[config.mk]
export PLATFORM = sky130hd
export DESIGN_NAME = can_rx_frame_fifo
export DESIGN_NICKNAME = d
export VERILOG_FILES = /design/src/rtl/can_rxf_pkg.sv /design/src/rtl/can_rxf_store.sv /design/src/rtl/can_rxf_info.sv /design/src/rtl/can_rx_frame_fifo.sv
export SDC_FILE = /design/constraint.sdc
export NUM_CORES = 1
export LEC_CHECK = 0
export BUFFER_PORTS_ARGS = -buffer_cell sky130_fd_sc_hd__buf_4
export CAP_MARGIN = 20
export CORE_MARGIN = 2
export CORE_UTILIZATION = 57
export DETAILED_ROUTE_END_ITERATION = 12
export PLACE_DENSITY = 0.77
export SYNTH_ARGS = -nofsm -noshare
export SYNTH_HDL_FRONTEND = slang
export SYNTH_SLANG_ARGS = --single-unit
[constraint.sdc]
create_clock -name clk -period 5.1 [get_ports clk]
set_input_delay 1.02 -clock clk [delete_from_list [all_inputs] [get_ports clk]]
set_output_delay 1.02 -clock clk [all_outputs]
set_load 0.02 [all_outputs]
[src/rtl/can_rxf_pkg.sv]
package can_rxf_pkg;

  // Read window layout: first address and span for each layout
  localparam int EXT_BASE = 16;
  localparam int EXT_SPAN = 13;
  localparam int STD_BASE = 20;
  localparam int STD_SPAN = 10;

  // True when addr falls in the window of the chosen layout
  function automatic logic win_hit(input logic ext, input int addr);
    if (ext) return (addr >= EXT_BASE) && (addr < EXT_BASE + EXT_SPAN);
    else     return (addr >= STD_BASE) && (addr < STD_BASE + STD_SPAN);
  endfunction

  // Byte index inside the head frame addressed by addr
  function automatic int win_off(input logic ext, input int addr);
    return ext ? addr - EXT_BASE : addr - STD_BASE;
  endfunction

  // A byte can still be kept when committed plus pending stays below depth
  function automatic logic byte_room(input int depth, input int held, input int pend);
    return (held + pend) < depth;
  endfunction

endpackage

[src/rtl/can_rxf_store.sv]
module can_rxf_store #(
  parameter int DEPTH = 64,
  parameter int AW    = 6
) (
  input  logic          clk,
  input  logic          we,
  input  logic [AW-1:0] waddr,
  input  logic [7:0]    wdata,
  input  logic [AW-1:0] raddr,
  output logic [7:0]    rdata
);

  logic [7:0] mem [DEPTH];

  always_ff @(posedge clk) begin
    if (we) mem[waddr] <= wdata;
  end

  assign rdata = mem[raddr];

endmodule

[src/rtl/can_rxf_info.sv]
module can_rxf_info #(
  parameter int DEPTH = 32,
  parameter int LEN_W = 7,
  localparam int CW   = $clog2(DEPTH + 1)
) (
  input  logic             clk,
  input  logic             rst_n,
  input  logic             push,
  input  logic [LEN_W-1:0] push_len,
  input  logic             push_ovr,
  input  logic             pop,
  output logic [LEN_W-1:0] head_len,
  output logic             head_ovr,
  output logic [CW-1:0]    count
);

  localparam int AW = $clog2(DEPTH);

  logic [LEN_W-1:0] len_q [DEPTH];
  logic             ovr_q [DEPTH];
  logic [AW-1:0]    wp, rp;

  // Named events for the assertions below
  logic do_push, do_pop;
  assign do_push = push && (count < CW'(DEPTH));
  assign do_pop  = pop && (count != '0);

  always_ff @(posedge clk) begin
    if (do_push) begin
      len_q[wp] <= push_len;
      ovr_q[wp] <= push_ovr;
    end
  end

  always_ff @(posedge clk) begin
    if (!rst_n) begin
      wp    <= '0;
      rp    <= '0;
      count <= '0;
    end else begin
      if (do_push) wp <= wp + AW'(1);
      if (do_pop)  rp <= rp + AW'(1);
      count <= count + CW'(do_push) - CW'(do_pop);
    end
  end

  assign head_len = (count != '0) ? len_q[rp] : '0;
  assign head_ovr = (count != '0) && ovr_q[rp];

  assert_count_bound_R9: assert property (@(posedge clk) disable iff (!rst_n)
    count <= CW'(DEPTH));

  assert_pop_empty_R8: assert property (@(posedge clk) disable iff (!rst_n)
    (pop && count == '0 && !push) |=> (count == '0));

  assert_empty_no_flag_R7: assert property (@(posedge clk) disable iff (!rst_n)
    (count == '0) |-> !head_ovr);

endmodule

[src/rtl/can_rx_frame_fifo.sv]
module can_rx_frame_fifo #(
  parameter int BYTE_DEPTH = 64,
  parameter int INFO_DEPTH = 32,
  parameter int ADDR_W     = 5
) (
  input  logic                              clk,
  input  logic                              rst_n,
  input  logic                              ext_mode,
  input  logic                              wr_push,
  input  logic [7:0]                        wr_data,
  input  logic                              wr_commit,
  input  logic                              rel_cmd,
  input  logic [ADDR_W-1:0]                 rd_addr,
  output logic [7:0]                        rd_data,
  output logic [$clog2(BYTE_DEPTH+1)-1:0]   byte_count,
  output logic [$clog2(INFO_DEPTH+1)-1:0]   frame_count,
  output logic                              head_overrun
);

  import can_rxf_pkg::*;

  localparam int BAW = $clog2(BYTE_DEPTH);
  localparam int BCW = $clog2(BYTE_DEPTH + 1);
  localparam int ICW = $clog2(INFO_DEPTH + 1);

  logic [BAW-1:0] rd_ptr, base_ptr;
  logic [BCW-1:0] held, pend, pend_nx, head_len;
  logic           pend_ovr, ovr_nx;
  logic [ICW-1:0] info_cnt;

  // Named internal events
  logic byte_fits, byte_drop, frame_taken, frame_lost, rel_take;

  always_comb begin
    byte_fits   = wr_push && byte_room(BYTE_DEPTH, int'(held), int'(pend));
    byte_drop   = wr_push && !byte_fits;
    pend_nx     = pend + BCW'(byte_fits);
    ovr_nx      = pend_ovr | byte_drop;
    frame_taken = wr_commit && (info_cnt < ICW'(INFO_DEPTH));
    frame_lost  = wr_commit && !frame_taken;
    rel_take    = rel_cmd && (info_cnt != '0);
  end

  always_ff @(posedge clk) begin
    if (!rst_n) begin
      rd_ptr   <= '0;
      base_ptr <= '0;
      held     <= '0;
      pend     <= '0;
      pend_ovr <= 1'b0;
    end else begin
      if (wr_commit) begin
        pend     <= '0;
        pend_ovr <= 1'b0;
        if (frame_taken) base_ptr <= base_ptr + BAW'(pend_nx);
      end else begin
        pend     <= pend_nx;
        pend_ovr <= ovr_nx;
      end
      if (rel_take) rd_ptr <= rd_ptr + BAW'(head_len);
      held <= held + (frame_taken ? pend_nx : '0) - (rel_take ? head_len : '0);
    end
  end

  // Byte store: write behind the committed region, read through the window
  logic           win_on;
  logic [BAW-1:0] raddr;
  logic [7:0]     store_q;

  assign win_on = win_hit(ext_mode, int'(rd_addr));
  assign raddr  = rd_ptr + BAW'(win_off(ext_mode, int'(rd_addr)));

  can_rxf_store #(.DEPTH(BYTE_DEPTH), .AW(BAW)) u_store (
    .clk   (clk),
    .we    (byte_fits),
    .waddr (base_ptr + BAW'(pend)),
    .wdata (wr_data),
    .raddr (raddr),
    .rdata (store_q)
  );

  can_rxf_info #(.DEPTH(INFO_DEPTH), .LEN_W(BCW)) u_info (
    .clk      (clk),
    .rst_n    (rst_n),
    .push     (frame_taken),
    .push_len (pend_nx),
    .push_ovr (ovr_nx),
    .pop      (rel_take),
    .head_len (head_len),
    .head_ovr (head_overrun),
    .count    (info_cnt)
  );

  assign rd_data     = win_on ? store_q : 8'h00;
  assign byte_count  = held;
  assign frame_count = info_cnt;

  assert_store_bound_R5: assert property (@(posedge clk) disable iff (!rst_n)
    (held + pend) <= BCW'(BYTE_DEPTH));

  assert_drop_marks_R6: assert property (@(posedge clk) disable iff (!rst_n)
    (byte_drop && !wr_commit) |=> pend_ovr);

  assert_commit_adds_R2: assert property (@(posedge clk) disable iff (!rst_n)
    (frame_taken && !rel_take) |=> (frame_count == $past(frame_count) + ICW'(1)));

  assert_release_frees_R4: assert property (@(posedge clk) disable iff (!rst_n)
    (rel_take && !wr_commit) |=> (held == $past(held) - $past(head_len)));

  assert_full_queue_drop_R9: assert property (@(posedge clk) disable iff (!rst_n)
    (frame_lost && !rel_cmd) |=> (frame_count == $past(frame_count) && held == $past(held)));

endmodule

Word level (Yosys, flattened, before mapping):

Memory sizes are Yosys's and may differ from the RTL's. A register that Yosys moved wholly into a read port is not among the register bits.
Index checks and enable logic that the tools add are counted.
W data, S select, Z words.

* flip-flop bits (word level): 43
* memory bits (writable): 768
* bits of input ports: 19
* output and inout bits: 22
* word-level logic and storage cells: 60
* memories kept: 3

Memory list
* u_store.mem: words 64, width 8, read ports 1, clocked after Yosys merged registers in 0, write ports 1, RTL line can_rxf_store.sv:13 `logic [7:0] mem [DEPTH];`
* u_info.len_q: words 32, width 7, read ports 1, clocked after Yosys merged registers in 1, write ports 1, RTL line can_rxf_info.sv:19 `logic [LEN_W-1:0] len_q [DEPTH];`
* u_info.ovr_q: words 32, width 1, read ports 1, clocked after Yosys merged registers in 1, write ports 1, RTL line can_rxf_info.sv:20 `logic ovr_q [DEPTH];`

* add/subtract/negate cells: 14
* order comparisons: 6
* muxes and demuxes: 14
* bitwise logic cells: 2
* reduce and logical (&&, ||, !) cells: 13

Operator list (number)
* $add A6 B6 Y6: 4
* $mux W7: 3
* $mux W5: 4
* $sub A5 B5 Y6 const B: 2
* $add A5 B1 Y5 const B: 2
* $ge A5 B5 Y1 const B: 2
* $lt A5 B5 Y1 const B: 2
* $logic_and A1 B1 Y1: 9
* $add A7 B7 Y8: 1
* $lt A8 B7 Y1 const B: 1
* $mux W8: 1
* $add A7 B1 Y7: 1
* $add A7 B7 Y7: 1
* $sub A7 B7 Y7: 1
* $add A6 B1 Y6: 1
* $lt A6 B6 Y1 const B: 1
* $mux W6: 1
* $reduce_bool A6 Y1: 1
* $sub A6 B1 Y6: 1
* $mux W1: 5
* $reduce_and A2 Y1: 1
* $reduce_or A2 Y1: 1
* $logic_not A1 Y1: 1
* $not A1 Y1: 1
* $or A1 B1 Y1: 1

Depth between registers and ports, before layout:

* depth after elaboration: 7
* mapped depth: 20
* gate-level depth less buffers: 20

Cells and area by module:

From an unflattened synthesis, not the netlist that was laid out.

* cells, all modules: 1785
* area, all modules: 33659.8 um^2

By module, submodules not included
* can_rxf_store: instances 1, cells each 932, area an instance 20006.7 um^2, seq. area each 15374.7 um^2
* can_rxf_info: instances 1, cells each 548, area an instance 11046.8 um^2, seq. area each 8107.8 um^2
* can_rx_frame_fifo: instances 1, cells each 305, area an instance 2606.2 um^2, seq. area each 540.5 um^2

Least setup slack after synthesis:

OpenSTA, ideal clock, no wires.

* kind: reg2reg
* from: reg held[1] (netlist: byte_count[1])
* to: reg held[6] (netlist: byte_count[6])
* library setup time: 0.059 ns
* arrival: 5.336 ns
* path slack: -0.296 ns
* cell stages (with the launch flop): 21
* path buffers: 0
* clock period less this slack: 5.396 ns
* cell sequence: dfxtp_1 ha_1 a31o_2 a21o_1 a21o_1 a21oi_1 nand2b_1 and2_1 ha_1 ha_1 xor2_1 nand2_1 fa_1 inv_1 ha_1 a21o_1 a21oi_1 o21ai_0 a21o_1 a211oi_1 nand2b_1

* word-level cells in the longest chain between the ends: 7

RTL lines
* start: declaration: RTL line can_rx_frame_fifo.sv:27 `logic [BCW-1:0] held, pend, pend_nx, head_len;`
* start signal: assignment: RTL line can_rx_frame_fifo.sv:61 `held <= held + (frame_taken ? pend_nx : '0) - (rel_take ? head_len : '0);`
* $add A7 B7 Y8: RTL line can_rxf_pkg.sv:22 `return (held + pend) < depth;`
* $lt A8 B7 Y1: RTL line can_rxf_pkg.sv:22
* $logic_and A1 B1 Y1: RTL line can_rx_frame_fifo.sv:35 `byte_fits = wr_push && byte_room(BYTE_DEPTH, int'(held), int'(pend));`
* $add A7 B1 Y7: RTL line can_rx_frame_fifo.sv:37 `pend_nx = pend + BCW'(byte_fits);`
* net pend_nx[2]: RTL line can_rx_frame_fifo.sv:27
* $mux W7: RTL line can_rx_frame_fifo.sv:61
* $add A7 B7 Y7: RTL line can_rx_frame_fifo.sv:61
* $sub A7 B7 Y7: RTL line can_rx_frame_fifo.sv:61

The timed path passes the listed nets, and every way through them passes these cells.
A chain may end at the register's enable or synchronous reset.

Worst setup path after layout:

* from: in rd_addr[0]
* to: out rd_data[6]

* word-level cells in the longest chain between the ends: 5
* elaborated cells on any way between the ends: 13

RTL lines
* start: declaration: RTL line can_rx_frame_fifo.sv:13 `input logic [ADDR_W-1:0] rd_addr,`
* $sub A5 B5 Y6: RTL line can_rxf_pkg.sv:17 `return ext ? addr - EXT_BASE : addr - STD_BASE;`
* $mux W6: RTL line can_rxf_pkg.sv:17
* $add A6 B6 Y6: RTL line can_rx_frame_fifo.sv:71 `assign raddr = rd_ptr + BAW'(win_off(ext_mode, int'(rd_addr)));`
* $mem_v2 Z64 W8
* $mux W8 *: RTL line can_rx_frame_fifo.sv:94 `assign rd_data = win_on ? store_q : 8'h00;`
* end: declaration: RTL line can_rx_frame_fifo.sv:14 `output logic [7:0] rd_data,`

Mark *: on every way between the ends. The rest lies on a longest branch, timed or not.

==> results.txt <==
The flow ran to the end, but the final reports show violations. The checks that failed: setup timing. At the worst endpoint, the required time is 4.08 ns. The total of flip-flops plus latches after synthesis came out at 816.

The largest fanout on the critical path is 8. The number of nets in the final layout came out at ~1900. The peak supply drop is 0.468 mV. Sorting the synthesized cells by how often they occur yields 768 x edfxtp_1, 235 x mux4_2, 84 x nor2_1, 65 x nor3_1, 51 x ha_1. The final critical path takes up 100% of the cycle. The number of synthesized flops with an enable pin came out at about 770. In this run the biggest area consumer among cell types represents 69.5% of the synthesized area. After detailed routing, the average wire length per cell comes to 27.9 µm. In the post-synthesis netlist, the biggest area contributors are edfxtp_1 69%, mux4_2 16%, dfxtp_1 2.9%. The maximum number of pins on one net before global-route repair is 65. The number of hold violations in the final report was 0. The clock network latency to the later pin of the worst-skew pair is 0.64 ns. The total routing usage reported by global routing is 25.3%. The total overflow reported by the global router came out at 0. The number of max-cap violations is 0. The initial core utilization came out at 57.6%. For the pin with the worst max-slew slack, the measured transition is 0.893 ns. The critical path is of the in2out type.

The ratio of routed vias to standard cells is roughly 6.4. In the final layout, the share of cells above drive strength 1 is 29.3%. In the synthesized netlist the dominant register cell turns out to be edfxtp_1. The number of hold-repair buffers added at the cts stage is 0. Setup repair after global routing could not meet its margin everywhere. The initial antenna violation count is 5. The cell taking the most area after synthesis is edfxtp_1. The number of vias after detailed routing is 16900. The clock sink total is 816. From synthesis to final layout, the design area changed by 14.9%.

Power spread over the standard cell area amounts to between 500 and 600 mW/mm². The number of nets in the synthesized netlist is ~1700. The post-DP HPWL came out at 43.7 mm.

In the final layout, the multi-input gates occupy 0.00875 mm². The horizontal die dimension is roughly 250 µm. Registers take 0.0240 mm². The worst slack at placement came out at -0.0295 ns.

After synthesis, the mean cell area works out to 20.1 µm². The min-delay analysis places its worst path in the category reg2reg. The first-pass detailed-route iteration total is 6. The floorplan row count is 88. The post-detailed-route DRC marker count came out at 0. The height of the die came out at 245 µm. The mapped netlist covers between 0.03 and 0.04 mm².

The total chip power is just over 20000 µW. The die footprint came out at 0.0602 mm². Sequential cells were found to cover 72.4% of the synthesized design area. The tree is rooted in a clkbuf_16. The final wirelength is 74.1 mm.

The total of warnings raised by yosys came out at 0. The number of global-route vias before repair came out at roughly 17000. The number of top-level pins is just over 40. The critical path capture point type is an output port. The number of buffers created by CTS came out at 80. The worst setup path is launched from an input pin.

The count of endpoints failing setup in the final report is 1. Summed over all failing endpoints, the final setup total negative slack is -0.0191 ns. The iteration-0 DRC count of the detailed router is 1938. The internal reg-to-reg setup slack came out at 0.43 ns. The worst pin sits at a relative slew slack of 40.2%. The final worst slack came out at -0.0191 ns. For this run, the top clock speed supported by timing is 195 MHz. The worst setup skew after layout is 0.0132 ns. The max-slew violation count came out at 0.

The clock input transition at the sequential cells of the worst setup and hold paths is 0.06 ns. The largest buffer count on any clock path is 3. The count of mapped cells out of synthesis came out at around 1700.

TritonCTS built the clock tree. The final weighted congestion in routability-driven placement is 0.853. After floorplanning, the core was sized to cover roughly 0.058 mm². In this run the remaining antenna-violating nets after routing total 0.

The number of fillers in the final layout is about 3600. The static leakage is 0.0127 µW. The post-layout minimum cycle time is 5.12 ns. For the worst setup path, the data arrival time is 4.10 ns.

The global-route wire length before repair is about 110 mm. After synthesis, the share of flip-flops with an asynchronous set or reset is 0%. The CTS H-tree depth came out at 3. The most common cell in the netlist is edfxtp_1.

The count of buffers inserted at the top-level ports came out at 40. The number of library cell types mapped by synthesis is 51.
power breakdown:
part / leakage (µW) / internal, µW / switching [µW]
Combinational: 0.00397 / 3270 / 3300
Clock: 0.00129 / 3440 / 2500
Sequential: 0.00740 / 7500 / 127
per-layer routing:
layer	global-route usage, %	share of wire (%)
met1	32.7	37
met2	43.5	52
met3	4.97	8.0
met4	8.21	3.2
met5	0	0.054
stage by stage:
step	hold WS (ns)	utilization (%)	std cells	area, µm²
2_1_floorplan	0.453	-	1651	33200
3_3_place_gp	0.468	61.2	2497	35300
3_5_place_dp	0.476	61.3	2500	35300
4_1_cts	0.485	66.1	2649	38100
5_1_grt	0.517	66.2	2652	38100
6_report	0.487	66.2	2653	38100
state kept, by name, indices dropped and copies added, names as in the netlist, named ones only:
register and count:
u_info.len_q 224, u_info.rp 5, base_ptr 6, u_store.mem 512
rd_ptr 6, pend_ovr 1, u_info.wp 5, byte_count 7
u_info.count 6, u_info.ovr_q 32, pend 7
kinds of logic after synthesis:
family / Yosys count / share of synthesized area, %
xor+xnor: 41 / 1.08
compound gates: 89 / 1.80
fa+ha+maj: 62 / 2.59
simple gates: 252 / 3.49
flops: 816 / 72.4
buf+inv: 122 / 1.63
mux: 269 / 17.0
critical path: stages:
cell	delay, ns
buf_4	0.13
ha_4	0.17
fa_4	0.78
buf_12	0.15
buf_8	0.14
clkbuf_16	0.16
mux4_2	0.32
mux4_2	0.47
mux2_2	0.33
a22o_1	0.26
buf_4	0.16
cells in the final DEF (no fill, tap or decap), drive strengths merged, types with 18 or more instances in the layout:
cell type  instances
nor3              65
mux2i             18
buf              168
dfxtp             48
xnor2             25
a21oi             32
mux4             235
ha                51
inv               50
edfxtp           768
nand2             49
clkbuf            94
nor2              84
clkinv            35
final cells by class:
cell class	instances	area share [%]
Timing Repair Buffer	170	4.23
Tap cell	765	2.51
Antenna cell	1	0.00656
Clock buffer	92	5.53
Sequential cell	816	63.0
Multi-Input combinational cell	713	22.9
Clock inverter	51	1.37
Inverter	45	0.443
path summary, 6_finish.rpt:
kind | from | end | depth (start not counted)
min | base_ptr[3]$_SDFFE_PN0P_ | base_ptr[3]$_SDFFE_PN0P_ | 2
max | rd_addr[0] | rd_data[6] | 11
max reg2reg | pend[1]$_SDFF_PP0_ | byte_count[6]$_SDFF_PN0_ | 20
min reg2reg | base_ptr[3]$_SDFFE_PN0P_ | base_ptr[3]$_SDFFE_PN0P_ | 2
timing repair:
action / CTS / global route
pin swaps: 0 / 1
buffers inserted: 3 / 1
gates resized for setup: 7 / 6
cloned: 3 / 2
hold endpoints to repair: 0 / 0
endpoints found under the setup margin: 4 / 8
No activity file was read; power rests on OpenSTA's default activity.
